[src/rtl/flash_op_pkg.sv]
// Shared operation codes and sector decode for the flash operation engine.
// Assumes the array is divided into 32 equal units, addressed by the top 5 address bits.
package flash_op_pkg;

    typedef enum logic [1:0] {
        OP_NONE = 2'b00,
        OP_PROG = 2'b01,
        OP_CHIP = 2'b10,
        OP_SECT = 2'b11
    } op_e;

    localparam int UNIT_W = 5;

    localparam logic [2:0] SEC_MAIN_D = 3'd0;
    localparam logic [2:0] SEC_MAIN_C = 3'd1;
    localparam logic [2:0] SEC_MAIN_B = 3'd2;
    localparam logic [2:0] SEC_MAIN_A = 3'd3;
    localparam logic [2:0] SEC_PARM_2 = 3'd4;
    localparam logic [2:0] SEC_PARM_1 = 3'd5;
    localparam logic [2:0] SEC_BOOT   = 3'd6;

    // Map a 1/32 unit index to its sector id.
    function automatic logic [2:0] sector_of(input logic [UNIT_W-1:0] unit);
        if (unit >= 5'd30)      return SEC_BOOT;
        else if (unit == 5'd29) return SEC_PARM_1;
        else if (unit == 5'd28) return SEC_PARM_2;
        else if (unit >= 5'd24) return SEC_MAIN_A;
        else if (unit >= 5'd16) return SEC_MAIN_B;
        else if (unit >= 5'd8)  return SEC_MAIN_C;
        else                    return SEC_MAIN_D;
    endfunction

endpackage

[src/rtl/flash_prot.sv]
// Protection check: decides whether a request may run and whether a chip erase
// must spare the boot sector. Pure combinational; assumes sect is valid for op.
module flash_prot
    import flash_op_pkg::*;
(
    input  op_e        op,
    input  logic [2:0] sect,
    input  logic       wp_n,
    input  logic       tbl_n,
    input  logic       boot_lock,
    output logic       permit,
    output logic       spare_boot
);
    logic boot_open;

    // The boot sector is writable only with the pin high and the software lock clear.
    always_comb begin
        boot_open  = tbl_n && !boot_lock;
        spare_boot = !boot_open;
        permit     = wp_n && (op != OP_NONE) &&
                     ((op == OP_CHIP) || (sect != SEC_BOOT) || boot_open);
    end
endmodule

[src/rtl/flash_timer.sv]
// Busy timer and power-up hold-off. A start loads the duration for the operation
// kind; busy stays high until the count reaches zero. Assumes ERASE_CLKS >= PROG_CLKS.
module flash_timer #(
    parameter int PROG_CLKS  = 8,
    parameter int ERASE_CLKS = 40,
    parameter int PWRUP_CLKS = 16
) (
    input  logic clk,
    input  logic rst_n,
    input  logic start,
    input  logic is_erase,
    output logic busy,
    output logic holdoff
);
    localparam int CW = $clog2(ERASE_CLKS + 1);
    localparam int PW = $clog2(PWRUP_CLKS + 1);

    logic [CW-1:0] cnt;
    logic [PW-1:0] pw_cnt;

    // Count the operation down from its duration.
    always_ff @(posedge clk) begin
        if (!rst_n)          cnt <= '0;
        else if (start)      cnt <= is_erase ? CW'(ERASE_CLKS) : CW'(PROG_CLKS);
        else if (cnt != '0)  cnt <= cnt - 1'b1;
    end

    // Count up once after reset until the hold-off expires.
    always_ff @(posedge clk) begin
        if (!rst_n)                      pw_cnt <= '0;
        else if (pw_cnt != PW'(PWRUP_CLKS)) pw_cnt <= pw_cnt + 1'b1;
    end

    assign busy    = (cnt != '0);
    assign holdoff = (pw_cnt != PW'(PWRUP_CLKS));

    a_r10_no_start_in_holdoff: assert property (@(posedge clk) disable iff (!rst_n)
        holdoff |-> !start);
    a_r11_no_start_when_busy: assert property (@(posedge clk) disable iff (!rst_n)
        busy |-> !start);
    a_r7_count_bounded: assert property (@(posedge clk) disable iff (!rst_n)
        cnt <= CW'(ERASE_CLKS));
endmodule

[src/rtl/flash_array.sv]
// Behavioural byte array. A program ANDs data into one byte; an erase sets to FFh
// every byte of the target sector, or of the whole array except, if asked, the boot sector.
module flash_array
    import flash_op_pkg::*;
#(
    parameter int ADDR_W = 8
) (
    input  logic              clk,
    input  logic              rst_n,
    input  logic              do_prog,
    input  logic              do_erase,
    input  logic              erase_all,
    input  logic              spare_boot,
    input  logic [2:0]        tsect,
    input  logic [ADDR_W-1:0] waddr,
    input  logic [7:0]        wdata,
    input  logic [ADDR_W-1:0] raddr,
    output logic [7:0]        rbyte
);
    localparam int DEPTH = 1 << ADDR_W;
    localparam int SHIFT = ADDR_W - UNIT_W;

    logic [7:0] mem [DEPTH];

    // Apply program or erase updates; reset leaves the array erased.
    always_ff @(posedge clk) begin
        if (!rst_n) begin
            for (int i = 0; i < DEPTH; i++) mem[i] <= 8'hFF;
        end else if (do_prog) begin
            mem[waddr] <= mem[waddr] & wdata;
        end else if (do_erase) begin
            for (int i = 0; i < DEPTH; i++) begin
                if (erase_all ? !(spare_boot && sector_of(UNIT_W'(i >> SHIFT)) == SEC_BOOT)
                              : (sector_of(UNIT_W'(i >> SHIFT)) == tsect))
                    mem[i] <= 8'hFF;
            end
        end
    end

    assign rbyte = mem[raddr];

    a_r1_single_update: assert property (@(posedge clk) disable iff (!rst_n)
        !(do_prog && do_erase));
endmodule

[src/rtl/flash_status.sv]
// Registered read port. While busy it returns the status byte (polling bit 7,
// toggle bit 6, zeros below); otherwise the array byte.
module flash_status (
    input  logic       clk,
    input  logic       rst_n,
    input  logic       rd_en,
    input  logic       busy,
    input  logic       op_erase,
    input  logic       last_d7,
    input  logic [7:0] arr_byte,
    output logic [7:0] rd_data
);
    logic tog;

    // Capture a read, substituting status while the operation runs.
    always_ff @(posedge clk) begin
        if (!rst_n) begin
            rd_data <= 8'h00;
            tog     <= 1'b0;
        end else if (rd_en) begin
            if (busy) begin
                rd_data <= {(op_erase ? 1'b0 : ~last_d7), tog, 6'b000000};
                tog     <= ~tog;
            end else begin
                rd_data <= arr_byte;
            end
        end
    end
endmodule

[src/rtl/flash_op_engine.sv]
// Top of the flash operation engine. Accepts one request at a time, applies the
// protection rules, starts the busy timer and updates the array on acceptance.
// Assumes requests come from a command decoder as single-cycle strobes.
module flash_op_engine
    import flash_op_pkg::*;
#(
    parameter int ADDR_W     = 8,
    parameter int PROG_CLKS  = 8,
    parameter int ERASE_CLKS = 40,
    parameter int PWRUP_CLKS = 16
) (
    input  logic              clk,
    input  logic              rst_n,
    input  logic              req_valid,
    input  logic [1:0]        req_op,
    input  logic [ADDR_W-1:0] req_addr,
    input  logic [7:0]        req_data,
    input  logic              wp_n,
    input  logic              tbl_n,
    input  logic              boot_lock,
    input  logic              rd_en,
    input  logic [ADDR_W-1:0] rd_addr,
    output logic [7:0]        rd_data,
    output logic              busy
);
    op_e        op;
    logic [2:0] sect;
    logic       permit, spare_boot, holdoff, start;
    logic       cur_erase, cur_d7;
    logic [7:0] arr_byte;

    assign op    = op_e'(req_op);
    assign sect  = sector_of(req_addr[ADDR_W-1 -: UNIT_W]);
    assign start = req_valid && permit && !busy && !holdoff;

    flash_prot u_prot (
        .op(op), .sect(sect), .wp_n(wp_n), .tbl_n(tbl_n), .boot_lock(boot_lock),
        .permit(permit), .spare_boot(spare_boot)
    );

    flash_timer #(.PROG_CLKS(PROG_CLKS), .ERASE_CLKS(ERASE_CLKS), .PWRUP_CLKS(PWRUP_CLKS)) u_timer (
        .clk(clk), .rst_n(rst_n), .start(start), .is_erase(op != OP_PROG),
        .busy(busy), .holdoff(holdoff)
    );

    // Remember the kind and data bit 7 of the running operation for status reads.
    always_ff @(posedge clk) begin
        if (!rst_n) begin
            cur_erase <= 1'b0;
            cur_d7    <= 1'b0;
        end else if (start) begin
            cur_erase <= (op != OP_PROG);
            cur_d7    <= req_data[7];
        end
    end

    flash_array #(.ADDR_W(ADDR_W)) u_array (
        .clk(clk), .rst_n(rst_n),
        .do_prog(start && op == OP_PROG), .do_erase(start && op != OP_PROG),
        .erase_all(op == OP_CHIP), .spare_boot(spare_boot), .tsect(sect),
        .waddr(req_addr), .wdata(req_data), .raddr(rd_addr), .rbyte(arr_byte)
    );

    flash_status u_status (
        .clk(clk), .rst_n(rst_n), .rd_en(rd_en), .busy(busy),
        .op_erase(cur_erase), .last_d7(cur_d7), .arr_byte(arr_byte), .rd_data(rd_data)
    );

    a_r4_wp_blocks: assert property (@(posedge clk) disable iff (!rst_n)
        (req_valid && !wp_n) |=> !$rose(busy));
    a_r5_boot_guard: assert property (@(posedge clk) disable iff (!rst_n)
        (start && op != OP_CHIP && sect == SEC_BOOT) |-> (tbl_n && !boot_lock));
    a_r8_erase_poll_low: assert property (@(posedge clk) disable iff (!rst_n)
        (rd_en && busy && cur_erase) |=> (rd_data[7] == 1'b0));
    a_r6_busy_needs_request: assert property (@(posedge clk) disable iff (!rst_n)
        $rose(busy) |-> $past(req_valid));
endmodule

[config.mk]
export PLATFORM = sky130hd
export DESIGN_NAME = flash_op_engine
export DESIGN_NICKNAME = d
export VERILOG_FILES = /design/src/rtl/flash_op_pkg.sv /design/src/rtl/flash_prot.sv /design/src/rtl/flash_timer.sv /design/src/rtl/flash_array.sv /design/src/rtl/flash_status.sv /design/src/rtl/flash_op_engine.sv
export SDC_FILE = /design/constraint.sdc
export NUM_CORES = 2
export LEC_CHECK = 0
export BUFFER_PORTS_ARGS = -buffer_cell sky130_fd_sc_hd__buf_2
export CAP_MARGIN = 0
export CORE_UTILIZATION = 23
export DETAILED_ROUTE_END_ITERATION = 8
export PLACE_DENSITY_LB_ADDON = 0.05
export SKIP_LAST_GASP = 1
export SYNTH_ARGS = -nofsm -noshare
export SYNTH_HDL_FRONTEND = slang
export SYNTH_SLANG_ARGS = --single-unit
[constraint.sdc]
create_clock -name clk -period 4.5 [get_ports clk]
set_input_delay 0.675 -clock clk [delete_from_list [all_inputs] [get_ports clk]]
set_output_delay 0.675 -clock clk [all_outputs]
set_load 0.01 [all_outputs]
==> impl_metrics.ini <==
[synthesis]
yosys_most_used_dff = edfxtp_1
syn-num-nets = 7762
synthArstFlopShare_pct = 0
synth_edf_count = 2048
synth_top_area_share_pct = 57.1
seq_area_frac_synth_pct = 57.5
synth_cells = 7726
synth_largest_area_cell = edfxtp_1
yosysWarnings = 0
syn-cell-area_sq_um = 108000
avgSynthCellArea_sq_um = 13.9
synth-seq-cells = 2070
yosys-top-cells-area = edfxtp_1 57%, mux4_2 21%, nand2_1 8.0%, mux2i_1 2.5%, o21ai_0 1.4%
yosysUniqueCellTypes = 76

[clock_network]
cts_tree = built
cts_root_buf = clkbuf_16
clk_latency_ns = 0.95
cts.sinks = 2070
htreeDepth = 5
ctsHoldBuffers = 0
cts_buffer_depth = 4
ctsResizeCount = 0
numCtsBuffers = 281
postCtsSetupRepairBufs = 0
clk_pin_slew_ns = 0.06

[sta]
drv_slew = 0
tightest_slew_ns = 1.33
slew_headroom_pct = 11.5
hold_viol_final = 0
max_freq_ghz = 0.226
min_period_ns = 4.43
fin_crit_sh_pct = 98.4
tns_ns = 0
worst_clock_skew_ns = 0.0505
holdWs_ns = 0.187
setup_viol = 0
rsz0062_at_grt = no

[die]
die_x_um = 686
placeableCoreArea_sq_um = 465000
start_util_pct = 23.2
die_h_um = 686
pin_count = 42
dieArea_sq_um = 471000
fp-row-count = 250

[flow_run]
drv_cap = 0

[global_route]
grt_pass1_vias = 78000
antenna_found_initial = 52
overflow = 0
grt_usage_pct = 23.3
grt_max_degree = 52
grt_pass1_wl_um = 743000

[worst_hold_path]
hp-class = input port to flip-flop

[cells_and_area]
layout-drive-gt1-share_pct = 33.4
final_cell_mix = 2,285 x nand2_1, 2,048 x edfxtp_1, 1,300 x buf_4
fin_area_sq_um = 135000
syn_to_final_growth_pct = 25.6
n_fill_cell = 46900
fin_nets = 8918
fin_cells = 15300
mostFrequentLayoutCell = nand2_1

[pwr]
finalPower_mw = 48.9
vdd_drop_max_mv = 0.283
p_leak_nw = 36.2
power-per-cell-area_nw_per_um2 = 361

[place]
place_inst = 14800
gp_congestion = 0.878
place_area_sq_um = 127000
dp_hpwl_um = 417000
port_buffers = 41

[critical_path]
cp-end-kind = flip-flop
required_ns = 5.17
start_kind = input port
path_class = input port to flip-flop
crit_arrival_ns = 5.10
crit_fanout = 35

[drt]
firstDrtPassIters = 5
vias = 76700
dr.first_iter.drc_count = 7319
drt_wl_total_um = 560000
vias_per_cell = 5.02
ant_nets = 0
avgRoutedWirePerCell_um = 36.6
remaining_drc_errors = 0

[status]
outcome = completed
## synth_stat cells (all sizes together) (43+ instances only)
library cell and n:
nor3 43, o21ai 311, nand2 2288, mux4 1017
a22oi 59, a21oi 59, mux2i 271, edfxtp 2048
nor2b 47, buf 452, o22ai 109, nor2 319
clkbuf 226, nand3 50
## layout make-up
class | count | area, sq um | area share (%)
Multi-Input combinational cell | 4961 | 42500 | 31.4
Tap cell | 6174 | 7720 | 5.71
Sequential cell | 2070 | 61900 | 45.8
Antenna cell | 14 | 35.0 | 0.0259
Inverter | 17 | 71.3 | 0.0527
Timing Repair Buffer | 1551 | 14300 | 10.5
Clock inverter | 163 | 1390 | 1.03
Clock buffer | 335 | 7350 | 5.43
## critical path: stages
cell     delay, ns
buf_8         0.29
buf_12        0.27
mux4_2        0.64
a22oi_1       0.41
a21oi_1       0.22
o41ai_1       0.95
buf_4         0.25
o22ai_1       0.08
buf_4         0.18
o31ai_4       0.36
buf_12        0.22
buf_12        0.23
nand2_1       0.09
## layer usage
metal	GRT usage, %	wire length [um]
met5	0	95
met3	3.44	28900
met4	7.15	18900
met1	32.0	249000
met2	37.9	263000
## power by group
group | internal, mW | switching (mW)
registers | 21.1 | 0.0756
logic | 1.75 | 3.80
clock network | 12.7 | 9.42
## per-stage QoR
step / worst slack [ns] / utilization (%)
6_report: 0.0740 / 29.1
5_1_grt: 0.245 / 29.1
4_1_cts: 0.307 / 29.1
3_5_place_dp: -0.690 / 27.2
3_3_place_gp: -0.724 / 27.2
2_1_floorplan: 0.764 / -
## registers in the layout, indices dropped and copies added, names as in the netlist
name,flops
u_status.tog,1
cur_erase,1
u_status.rd_data,8
cur_d7,1
u_timer.pw_cnt,5
u_timer.cnt,6
u_array.mem,2048
## kinds of logic (layout without fill, tap and decap cells)
family | after synthesis | count (layout) | synth area share [%]
xor gates and xnor gates | 5 | 5 | 0.0406
adders and majority gates | 3 | 3 | 0.0348
AOI/OAI and AO/OA | 749 | 749 | 4.38
DFF | 2070 | 2070 | 57.5
other | 0 | 14 | 0
buffers and inverters | 695 | 2066 | 3.28
muxes | 1324 | 1324 | 24.2
and+or+nand+nor | 2880 | 2880 | 10.6
## worst paths after layout
check / start / endpoint / slack, ns / cells past startpoint
hold / removal: rd_en / u_status.rd_data[6]$_SDFFE_PN0P_ / 0.19 / 4
setup / recovery: req_addr[0] / u_array.mem[55][6]$_SDFFCE_PN1P_ / 0.07 / 13
setup reg to reg: u_array.mem[31][6]$_SDFFCE_PN1P_ / u_array.mem[55][6]$_SDFFCE_PN1P_ / 0.19 / 11
hold reg to reg: cur_erase$_SDFFE_PN0P_ / cur_erase$_SDFFE_PN0P_ / 0.49 / 2
Power figures use the tool's default switching activity.
